File: src/rtl/bemac_pkg.sv
package bemac_pkg;
  // number of pipeline stages behind the input register
  localparam int STAGES = 4;

  typedef enum logic [1:0] {
    STG_MUL = 2'd0,
    STG_ADD = 2'd1,
    STG_ACC = 2'd2,
    STG_OUT = 2'd3
  } stage_e;
endpackage

File: src/rtl/bemac_ctrl.sv
module bemac_ctrl #(
  parameter bit GATED  = 1'b1,
  parameter int STAGES = bemac_pkg::STAGES
) (
  input  logic              clk,
  input  logic              rst,
  input  logic              in_valid,
  output logic              ld_in,
  output logic [STAGES-1:0] ld_stage,
  output logic [STAGES:0]   stg_tag
);
  // stg_tag[k]: register level k holds data of a valid pair
  always_ff @(posedge clk) begin
    if (rst) stg_tag <= '0;
    else     stg_tag <= {stg_tag[STAGES-1:0], in_valid};
  end

  generate
    if (GATED) begin : g_gated
      assign ld_in    = in_valid;
      assign ld_stage = stg_tag[STAGES-1:0];
    end else begin : g_free
      assign ld_in    = 1'b1;
      assign ld_stage = '1;
    end
  endgenerate
endmodule

File: src/rtl/bemac_mul.sv
module bemac_mul #(
  parameter int OPW = 8,
  localparam int PW = 2 * OPW
) (
  input  logic           clk,
  input  logic           rst,
  input  logic           ld,
  input  logic [OPW-1:0] a,
  input  logic [OPW-1:0] b,
  input  logic           clr_in,
  output logic [PW-1:0]  sum_row,
  output logic [PW-1:0]  car_row,
  output logic           clr_q
);
  // Carry-save reduction of the partial-product rows down to two rows.
  function automatic logic [2*PW-1:0] wallace_rows(input logic [OPW-1:0] x,
                                                   input logic [OPW-1:0] y);
    logic [PW-1:0] row [OPW];
    logic [PW-1:0] nxt [OPW];
    logic [PW-1:0] p, q, r;
    int n;
    int m;
    for (int i = 0; i < OPW; i++) row[i] = y[i] ? (PW'(x) << i) : '0;
    n = OPW;
    for (int lvl = 0; lvl < OPW; lvl++) begin
      if (n > 2) begin
        m = 0;
        for (int i = 0; i < OPW; i++) nxt[i] = '0;
        for (int g = 0; g < OPW / 3; g++) begin
          if (3 * g + 2 < n) begin
            p = row[3*g];
            q = row[3*g+1];
            r = row[3*g+2];
            nxt[m]   = p ^ q ^ r;
            nxt[m+1] = ((p & q) | (p & r) | (q & r)) << 1;
            m = m + 2;
          end
        end
        for (int i = 0; i < OPW; i++) begin
          if (i >= 3 * (n / 3) && i < n) begin
            nxt[m] = row[i];
            m = m + 1;
          end
        end
        for (int i = 0; i < OPW; i++) row[i] = nxt[i];
        n = m;
      end
    end
    return {row[1], row[0]};
  endfunction

  logic [2*PW-1:0] rows_d;
  assign rows_d = wallace_rows(a, b);

  always_ff @(posedge clk) begin
    if (rst) begin
      sum_row <= '0;
      car_row <= '0;
      clr_q   <= 1'b0;
    end else if (ld) begin
      sum_row <= rows_d[PW-1:0];
      car_row <= rows_d[2*PW-1:PW];
      clr_q   <= clr_in;
    end
  end


  mul_hold_chk: assert property (@(posedge clk) disable iff (rst)
    !ld |=> ($stable(sum_row) && $stable(car_row)));
endmodule

File: src/rtl/bemac_cpa.sv
module bemac_cpa #(
  parameter int PW = 16
) (
  input  logic          clk,
  input  logic          rst,
  input  logic          ld,
  input  logic [PW-1:0] sum_row,
  input  logic [PW-1:0] car_row,
  input  logic          clr_in,
  output logic [PW-1:0] prod_q,
  output logic          clr_q
);
  function automatic logic [PW-1:0] cpa_add(input logic [PW-1:0] s,
                                            input logic [PW-1:0] c);
    return s + c;
  endfunction

  always_ff @(posedge clk) begin
    if (rst) begin
      prod_q <= '0;
      clr_q  <= 1'b0;
    end else if (ld) begin
      prod_q <= cpa_add(sum_row, car_row);
      clr_q  <= clr_in;
    end
  end
endmodule

File: src/rtl/bemac_acc.sv
module bemac_acc #(
  parameter int PW   = 16,
  parameter int ACCW = 18
) (
  input  logic            clk,
  input  logic            rst,
  input  logic            ld_acc,
  input  logic            ld_out,
  input  logic            vld,
  input  logic            clr_in,
  input  logic [PW-1:0]   prod,
  output logic [ACCW-1:0] out_q
);
  function automatic logic [ACCW-1:0] acc_step(input logic [ACCW-1:0] acc,
                                               input logic [PW-1:0]   p,
                                               input logic            restart);
    return (restart ? '0 : acc) + ACCW'(p);
  endfunction

  logic [ACCW-1:0] acc_q;

  always_ff @(posedge clk) begin
    if (rst)         acc_q <= '0;
    else if (ld_acc) acc_q <= vld ? acc_step(acc_q, prod, clr_in) : acc_q;
  end

  always_ff @(posedge clk) begin
    if (rst)         out_q <= '0;
    else if (ld_out) out_q <= acc_q;
  end


  acc_hold_chk: assert property (@(posedge clk) disable iff (rst)
    !ld_acc |=> $stable(acc_q));


  out_copy_chk: assert property (@(posedge clk) disable iff (rst)
    ld_out |=> (out_q == $past(acc_q)));
endmodule

File: src/rtl/bemac_top.sv
module bemac_top #(
  parameter int OPW   = 8,
  parameter int ACCW  = 18,
  parameter bit GATED = 1'b1
) (
  input  logic            clk,
  input  logic            rst,
  input  logic            in_valid,
  input  logic            clr,
  input  logic [OPW-1:0]  op_a,
  input  logic [OPW-1:0]  op_b,
  output logic [ACCW-1:0] acc_out,
  output logic            acc_valid
);
  import bemac_pkg::*;
  localparam int PW = 2 * OPW;

  logic              ld_in;
  logic [STAGES-1:0] ld_stage;
  logic [STAGES:0]   stg_tag;

  bemac_ctrl #(.GATED(GATED), .STAGES(STAGES)) u_ctrl (
    .clk(clk), .rst(rst), .in_valid(in_valid),
    .ld_in(ld_in), .ld_stage(ld_stage), .stg_tag(stg_tag)
  );

  // input register
  logic [OPW-1:0] a_q, b_q;
  logic           clr0_q;
  always_ff @(posedge clk) begin
    if (rst) begin
      a_q    <= '0;
      b_q    <= '0;
      clr0_q <= 1'b0;
    end else if (ld_in) begin
      a_q    <= op_a;
      b_q    <= op_b;
      clr0_q <= clr & in_valid;
    end
  end

  logic [PW-1:0] sum_row, car_row, prod_q;
  logic          clr1_q, clr2_q;

  bemac_mul #(.OPW(OPW)) u_mul (
    .clk(clk), .rst(rst), .ld(ld_stage[STG_MUL]),
    .a(a_q), .b(b_q), .clr_in(clr0_q),
    .sum_row(sum_row), .car_row(car_row), .clr_q(clr1_q)
  );

  bemac_cpa #(.PW(PW)) u_cpa (
    .clk(clk), .rst(rst), .ld(ld_stage[STG_ADD]),
    .sum_row(sum_row), .car_row(car_row), .clr_in(clr1_q),
    .prod_q(prod_q), .clr_q(clr2_q)
  );

  bemac_acc #(.PW(PW), .ACCW(ACCW)) u_acc (
    .clk(clk), .rst(rst),
    .ld_acc(ld_stage[STG_ACC]), .ld_out(ld_stage[STG_OUT]),
    .vld(stg_tag[2]), .clr_in(clr2_q), .prod(prod_q),
    .out_q(acc_out)
  );

  assign acc_valid = stg_tag[STAGES];

  // cycles since reset, saturating; keeps $past inside the post-reset window
  logic [2:0] since_rst;
  always_ff @(posedge clk) begin
    if (rst)                 since_rst <= '0;
    else if (since_rst != 7) since_rst <= since_rst + 3'd1;
  end


  product_chk: assert property (@(posedge clk) disable iff (rst)
    (since_rst >= 3'd3 && stg_tag[2]) |->
      (prod_q == (PW'($past(a_q, 2)) * PW'($past(b_q, 2)))));


  latency_chk: assert property (@(posedge clk) disable iff (rst)
    (since_rst >= 3'd5) |-> (acc_valid == $past(in_valid, 5)));
endmodule

File: config.mk
export PLATFORM = sky130hd
export DESIGN_NAME = bemac_top
export DESIGN_NICKNAME = d
export VERILOG_FILES = /design/src/rtl/bemac_pkg.sv /design/src/rtl/bemac_ctrl.sv /design/src/rtl/bemac_mul.sv /design/src/rtl/bemac_cpa.sv /design/src/rtl/bemac_acc.sv /design/src/rtl/bemac_top.sv
export SDC_FILE = /design/constraint.sdc
export NUM_CORES = 1
export LEC_CHECK = 0
export BUFFER_PORTS_ARGS = -buffer_cell sky130_fd_sc_hd__buf_4
export CORE_MARGIN = 3
export CORE_UTILIZATION = 50
export DETAILED_ROUTE_END_ITERATION = 10
export PLACE_DENSITY = 0.7
export SYNTH_ARGS = -nofsm -noshare
export SYNTH_HDL_FRONTEND = slang
export SYNTH_HIERARCHICAL = 1
export SYNTH_SLANG_ARGS = --single-unit
File: constraint.sdc
create_clock -name clk -period 3.2 [get_ports clk]
set_clock_uncertainty 0.1 [all_clocks]
set_input_delay 0.96 -clock clk [delete_from_list [all_inputs] [get_ports clk]]
set_output_delay 0.96 -clock clk [all_outputs]
set_load 0.05 [all_outputs]
==> impl_results.md, run 1 <==
- Final instance area: 0.00751 sq mm
- CTS sink cnt: 102
- R2R setup slack: 0.12 ns
- CP startpoint: b_q[2]
- Die X-Extent: 123 microns
- Status: completed
- Drt pass-1 iters: 5
- Share of layout cells above drive strength 1: 0.118
- Core footprint: 0.0133 sq mm
- Post-CTS Setup Inserts: 0
- Fmax: 325 MHz
- Detailed Place HPWL: 10700 microns
- Worst-path clk slew: 0.07 ns
- Crit. End Element: flip-flop
- CTS tree: built
- First-pass GRT wire length: 24400 microns
- GP Congestion: 0.957
- Crit start category: flip-flop
- Final Max Slew Viols: 0
- Final setup viols: 0
- HP Class: flip-flop to flip-flop
- Clk_lat worst skew: 0.35 ns
- Root buffer cell: clkbuf_16
- Max-slew headroom: 0.291
- Initial Util: 0.514
- Antenna violations before repair: 0
- LEAKAGE: 3.22 nW
- PwrDens: 356 mW/mm^2
- Worst Reg2Reg Path Length in Cells: 8
- Remaining DRCs: 0
- Cts bufs inserted: 9
- Area Growth Syn to Fin: 9.53%
- Largest net degree at the start of global routing: 44
- CP max FO: 9
- Antenna Diode Count: 0
- Max Cap Viol: 0
- Minimum clock period: 3.08 ns
- Worst EP required: 3.32 ns
- Hold_buf cts: 0
- Die area: 0.0152 sq mm
- RSZ-0062 raised after global routing: no
- Final period utilization: 0.962
- Worst r2r src: b_q[2]
- Hold Fails Final Rpt: 0
- Row cnt: 42
- Vias in the first global route: 5231
- Non-Filler Instances: 954
- WP data arrival: 3.20 ns
- Via Count: 5295
- Area post-placement: 0.00721 sq mm
- Worst-case clock buffer depth: 2
- Nets: 880
- DR iter-0 viols: 307
- H-tree depth: 3
- Mapped Area: 0.00686 sq mm
- Setup TNS: 0 ns
- Worst-Margin Slew: 1.06 ns
- Critical path destination: u_mul/sum_row[7]
- Total GRT Usage: 0.200
- Peak supply drop: 0.358 mV
- Routed wire length: 14300 microns
- Placed Instances: 939
- Drt wl/cell: 15.0 microns
- Critical path class: flip-flop to flip-flop
- Critical R2R Capture: u_mul/sum_row[7]
- Yosys warning total: 6
- Die Ht: 123 microns
- Antenna violation net count after detailed routing: 0
- Number of port buffers: 38
- Via density: 5.55
- Total grt overflow: 0
- Synthesized instance count: 747
- Boundary Pins: 39
- Synthesized area per cell: 9.18 sq um
## per-layer routing
metal	routed length, microns	up-vias	global-route usage
met5	0	-	0
met4	311	0	0.0706
met3	561	20	0.0508
met2	6990	129	0.341
met1	6430	2524	0.245
li1	-	2622	-
## power by group
group          internal, mW  total (mW)  leakage, nW  switching, mW
registers              1.30        1.34        0.828         0.0401
clock network         0.627        1.09        0.142          0.464
logic                 0.108       0.242         2.25          0.133
total                  2.03        2.67         3.22          0.638
## worst min-delay path by stage
| stage | endpoint | startpoint | cells past startpoint | slack (ns) |
|---|---|---|---|---|
| final | clr0_q | clr0_q | 2 | 0.37 |
| after floorplan | u_ctrl/stg_tag[4] | u_ctrl/stg_tag[3] | 1 | 0.34 |
| after global routing | u_acc/acc_q[8] | u_acc/acc_q[8] | 2 | 0.39 |
| after detailed placement | u_acc/acc_q[6] | u_acc/acc_q[6] | 2 | 0.36 |
| after CTS | u_acc/acc_q[6] | u_acc/acc_q[6] | 2 | 0.37 |
| after global placement | u_acc/acc_q[3] | u_acc/acc_q[3] | 2 | 0.35 |
## worst max-delay path, stage by stage (launching register included)
cell,delay (ns)
dfxtp_1,0.52
nand2_1,0.14
fa_1,0.57
fa_1,0.44
fa_1,0.50
inv_1,0.05
fa_1,0.43
mux2i_1,0.15
nor2_1,0.05
## cell usage in the layout, fill, tap and decap left out, types with 3 or more instances in the layout
cell        n
dfxtp_1    98
nor2_1     87
mux2i_1    66
nand2_1    62
buf_4      49
ha_1       46
fa_1       40
a21oi_1    37
inv_1      36
and2_1     31
nor2b_1    25
o21ai_0    19
nand3_1    13
nor3_1     13
nand3b_1   12
clkbuf_16   9
a211o_1     7
and3_1      7
or3_1       7
a21o_1      6
o211ai_1    6
conb_1      6
o21a_1      5
xnor2_1     5
dfxtp_2     4
a211oi_1    4
a21oi_2     3
o31ai_1     3
nand4_1     3
nor3b_1     3
a21boi_0    3
a311o_1     3
a32o_1      3
## through the flow
stage,setup WS [ns],utilization,hold WS (ns),total power [mW]
final,0.122,0.563,0.373,2.67
after global placement,0.241,0.540,0.353,1.60
after global routing,0.000580,0.563,0.394,2.80
after floorplan,0.240,-,0.336,1.55
after detailed placement,0.117,0.540,0.360,1.61
after CTS,0.116,0.562,0.372,2.71
## what timing repair did
action / in CTS / in global routing
setup endpoints to repair: 0 / 1
hold endpoints to repair: 0 / 0
gates resized for setup: 0 / 4
## layout make-up
type / count / area (sq um)
clock buffer: 11 / 243
inverter: 37 / 139
multi-input combinational: 575 / 4440
fill: 1207 / 5840
tap: 176 / 220
clock inverter: 4 / 55.1
sequential: 102 / 2050
timing repair buffer: 49 / 368
## registers in the layout, summed over array words and instances (netlist names)
signal          cells
u_acc/acc_q        18
u_acc/out_q        18
u_cpa/prod_q       16
u_mul/sum_row      15
u_mul/car_row      11
a_q                 8
b_q                 8
u_ctrl/stg_tag      5
clr0_q              1
u_cpa/clr_q         1
u_mul/clr_q         1
No activity file was read; power rests on OpenSTA's default activity.
==> inputs of run 2 (changes only) <==
- CORE_UTILIZATION: 50 -> 45
- CTS_CLUSTER_DIAMETER: unset -> 50
- PLACE_DENSITY: 0.7 -> unset
==> impl_results.md, run 2 (same netlist as run 1, synthesis figures left out) <==
- Share of layout cells above drive strength 1: 0.120
- Worst EP required: 3.32 ns
- Fill cells: 1377
- Largest net degree at the start of global routing: 41
- Minimum clock period: 3.02 ns
- Post-Route M1 WL: 7210 microns
- HP Class: flip-flop to flip-flop
- Via Count: 5381
- Fin Hold WS: 0.375 ns
- Clk_lat worst skew: 0.35 ns
- Worst Reg2Reg Path Length in Cells: 8
- GP Congestion: 0.910
- Met2 wire length: 7510 microns
- PwrDens: 344 mW/mm^2
- Number of port buffers: 38
- Final setup viols: 0
- Biggest regs: u_acc/acc_q (18), u_acc/out_q (18), u_cpa/prod_q (16)
- Internal: 1.93 mW
- Initial Util: 0.466
- H-tree depth: 3
- Antenna violation net count after detailed routing: 0
- Total grt overflow: 0
- Worst r2r src: a_q[5]
- Antenna Diode Count: 0
- Root buffer cell: clkbuf_16
- CTS tree: built
- Remaining DRCs: 0
- Setup TNS: 0 ns
- DR iter-0 viols: 336
- Vias in the first global route: 5353
- Most frequent cells in the layout: dfxtp_1, nor2_1, mux2i_1
- Worst-Margin Slew: 1.07 ns
- CTS sink cnt: 102
- Area Growth Syn to Fin: 9.53%
- Hold Fails Final Rpt: 0
- Row cnt: 44
- Final Max Slew Viols: 0
- WP data arrival: 3.15 ns
- Nets: 883
- Detailed Place HPWL: 11800 microns
- Via density: 5.58
- Worst Hold End: u_mul/sum_row[0]
- Core footprint: 0.0147 sq mm
- Peak supply drop: 0.343 mV
- R2R setup slack: 0.18 ns
- Max Cap Viol: 0
- Clock power frac: 0.385
- Max-slew headroom: 0.288
- Die Ht: 129 microns
- Hold Crit Depth: 2
- Fmax: 331 MHz
- Boundary Pins: 39
- CP max FO: 9
- Drt pass-1 iters: 5
- Final instance area: 0.00751 sq mm
- LEAKAGE: 3.22 nW
- Die X-Extent: 129 microns
- Drt wl/cell: 16.3 microns
- Metal3 WL: 648 microns
- Antenna violations before repair: 0
- Cts bufs inserted: 9
- Worst-case clock buffer depth: 2
- First-pass GRT wire length: 26300 microns
- Final period utilization: 0.945
- Die area: 0.0168 sq mm
- RSZ-0062 raised after global routing: no
- Most common cell after layout, fill and taps aside: dfxtp_1
- Crit. End Element: flip-flop
- Critical path class: flip-flop to flip-flop
- Worst-path clk slew: 0.07 ns
- Area post-placement: 0.00724 sq mm
- Highest routed layer: met4
- Comb pwr share: 0.098
- Final core utilization: 0.511
- Critical R2R Capture: u_mul/sum_row[7]
- Total GRT Usage: 0.194
- Crit start category: flip-flop
- Register share of total power: 0.517
- Hold Startpoint: u_mul/sum_row[0]
- Hold_buf cts: 0
- Sw Share: 0.252
- Routed wire length: 15700 microns
- Status: completed
- Net load switching power: 0.653 mW
[run 2: layer usage]
| layer | track usage | vias up |
|---|---|---|
| li1 | - | 2639 |
| met1 | 0.253 | 2590 |
| met2 | 0.320 | 130 |
| met3 | 0.0425 | 22 |
| met4 | 0.0685 | 0 |
| met5 | 0 | - |
[run 2: critical path: stages, from the launching register on]
cell and delay (ns):
dfxtp_1 0.50, nand2_1 0.13, fa_1 0.57, fa_1 0.43, fa_1 0.50, inv_1 0.05, fa_1 0.43, mux2i_1 0.14
nor2_1 0.05
[run 2: through the flow]
step	setup WS (ns)	total power [mW]	std cells
floorplan	0.240	1.55	752
global placement	0.201	1.61	950
detailed placement	0.162	1.62	950
CTS	0.151	2.62	965
global route	0.00569	2.71	965
finish	0.176	2.59	965
[run 2: worst max path at each step]
stage                             to  cells past startpoint  slack (ns)  startpoint
floorplan           u_mul/sum_row[9]                      9        0.24      a_q[4]
global placement    u_mul/sum_row[7]                      8        0.20      a_q[2]
detailed placement  u_mul/sum_row[7]                      8        0.16      a_q[2]
CTS                 u_mul/sum_row[7]                      8        0.15      a_q[2]
global route        u_mul/sum_row[8]                      8       0.006      a_q[4]
finish              u_mul/sum_row[7]                      8        0.18      a_q[5]
[run 2: power by group through the flow]
stage | logic (mW) | clock network, mW | registers [mW]
after floorplan | 0.196 | 0 | 1.35
after global placement | 0.245 | 0 | 1.36
after detailed placement | 0.252 | 0 | 1.37
after CTS | 0.253 | 1.04 | 1.34
after global routing | 0.284 | 1.09 | 1.34
final | 0.253 | 0.997 | 1.34
[run 2: area by class of cell]
class / instances / area, sq um / share of cell area
clock buffers: 10 / 229 / 0.0305
clock inverters: 5 / 37.5 / 0.00500
inverters: 37 / 139 / 0.0185
multi-input cells: 575 / 4440 / 0.591
flip-flops and latches: 102 / 2050 / 0.272
well taps: 184 / 230 / 0.0307
repair buffers: 52 / 390 / 0.0520
[run 2: repair_timing]
action,CTS,global route
resized for setup,0,3
endpoints found under the setup margin,0,1
buffers inserted,0,0
==> inputs of run 3 (changes only) <==
- CELL_PAD_IN_SITES_DETAIL_PLACEMENT: unset -> 1
- CELL_PAD_IN_SITES_GLOBAL_PLACEMENT: unset -> 2
- CORE_UTILIZATION: 45 -> 35
- PLACE_DENSITY_LB_ADDON: unset -> 0.1
==> impl_results.md, run 3 (same netlist as run 1, synthesis figures left out) <==
- Status: completed
- Clk_lat worst skew: 0.36 ns
- Initial Util: 0.362
- Routed wire length: 16600 microns
- CTS tree: built
- Root buffer cell: clkbuf_16
- Total grt overflow: 0
- RSZ-0062 raised after global routing: no
- Antenna violation net count after detailed routing: 0
- GP Congestion: 0.843
- Worst-Margin Slew: 0.648 ns
- Final setup viols: 0
- Total GRT Usage: 0.163
- Hold Fails Final Rpt: 0
- Share of layout cells above drive strength 1: 0.128
- Via Count: 5300
- Minimum clock period: 3.05 ns
- Area Growth Syn to Fin: 12.1%
- Cts bufs inserted: 9
- Core footprint: 0.0190 sq mm
- Worst-case clock buffer depth: 2
- Fin Hold WS: 0.371 ns
- Antenna violations before repair: 0
- Via density: 5.09
- Post-CTS Setup Inserts: 0
- Boundary Pins: 39
- Peak supply drop: 0.226 mV
- Max Cap Viol: 0
- Drt wl/cell: 15.9 microns
- Critical path class: flip-flop to flip-flop
- Number of port buffers: 38
- Setup TNS: 0 ns
- Non-Filler Instances: 1042
- Worst-path clk slew: 0.07 ns
- DR iter-0 viols: 163
- CP max FO: 9
- Crit. End Element: flip-flop
- Antenna Diode Count: 0
- Row cnt: 50
- Most frequent cells in the layout: dfxtp_1, nor2_1, mux2i_1
- Nets: 883
- Die area: 0.0213 sq mm
- Largest net degree at the start of global routing: 65
- CTS sink cnt: 102
- Final period utilization: 0.954
- Die X-Extent: 146 microns
- Die Ht: 146 microns
- Biggest regs: u_acc/acc_q (18), u_acc/out_q (18), u_cpa/prod_q (16)
- Worst EP required: 3.33 ns
- First-pass GRT wire length: 28400 microns
- Remaining DRCs: 0
- Final Max Slew Viols: 0
- Detailed Place HPWL: 12800 microns
- Max-slew headroom: 0.567
- LEAKAGE: 3.26 nW
- Vias in the first global route: 5559
- Drt pass-1 iters: 4
- H-tree depth: 3
- Crit start category: flip-flop
- Fmax: 327 MHz
- PwrDens: 367 mW/mm^2
- HP Class: flip-flop to flip-flop
- WP data arrival: 3.18 ns
- Most common cell after layout, fill and taps aside: dfxtp_1
- Placed Instances: 1026
## run 3: area by class of cell
class                           instances  area (sq um)
Clock buffer                           10           239
Clock inverter                          6          91.3
Fill cell                            2211         11300
Inverter                               37           139
Multi-Input combinational cell        575          4440
Sequential cell                       102          2050
Tap cell                              260           325
Timing Repair Buffer                   52           403
## run 3: timing repair
action	in CTS	in global routing
hold buffers	0	0
hold endpoints to repair	0	0
endpoints found under the setup margin	0	5
gates resized for setup	0	7
## run 3: routing by layer
layer	share of wire	global-route usage	up-vias
li1	-	-	2647
met1	0.46	0.201	2582
met2	0.50	0.287	51
met3	0.020	0.0271	20
met4	0.019	0.0546	0
met5	0	0	-
## run 3: critical path, stage by stage (launching register included)
cell     delay (ns)
dfxtp_1        0.52
nand2_1        0.14
fa_1           0.48
fa_1           0.48
fa_1           0.54
inv_1          0.05
fa_1           0.43
mux2i_1        0.15
nor2_1         0.05
## run 3: metrics by stage
step           cell area, sq um  worst slack [ns]  total power, mW  utilization
3_5_place_dp               7350             0.102             1.62        0.388
2_1_floorplan              6880             0.240             1.55            -
6_report                   7690             0.147             2.82        0.405
3_3_place_gp               7350             0.192             1.61        0.388
4_1_cts                    7680            0.0795             2.87        0.405
5_1_grt                    7690            0.0134             2.96        0.405
## run 3: final timing paths
check | endpoint | slack [ns] | start | depth (start not counted)
max | u_mul/sum_row[7] | 0.15 | a_q[1] | 8
min reg2reg | u_acc/acc_q[7] | 0.37 | u_acc/acc_q[7] | 2
max reg2reg | u_mul/sum_row[7] | 0.15 | a_q[1] | 8
min | u_acc/acc_q[7] | 0.37 | u_acc/acc_q[7] | 2
## run 3: power breakdown
part           total, mW  leakage [nW]  internal (mW)  switching (mW)
clock               1.23         0.163          0.713           0.519
sequential          1.34         0.829           1.30          0.0403
combinational      0.250          2.27          0.111           0.139
total               2.82          3.26           2.12           0.698
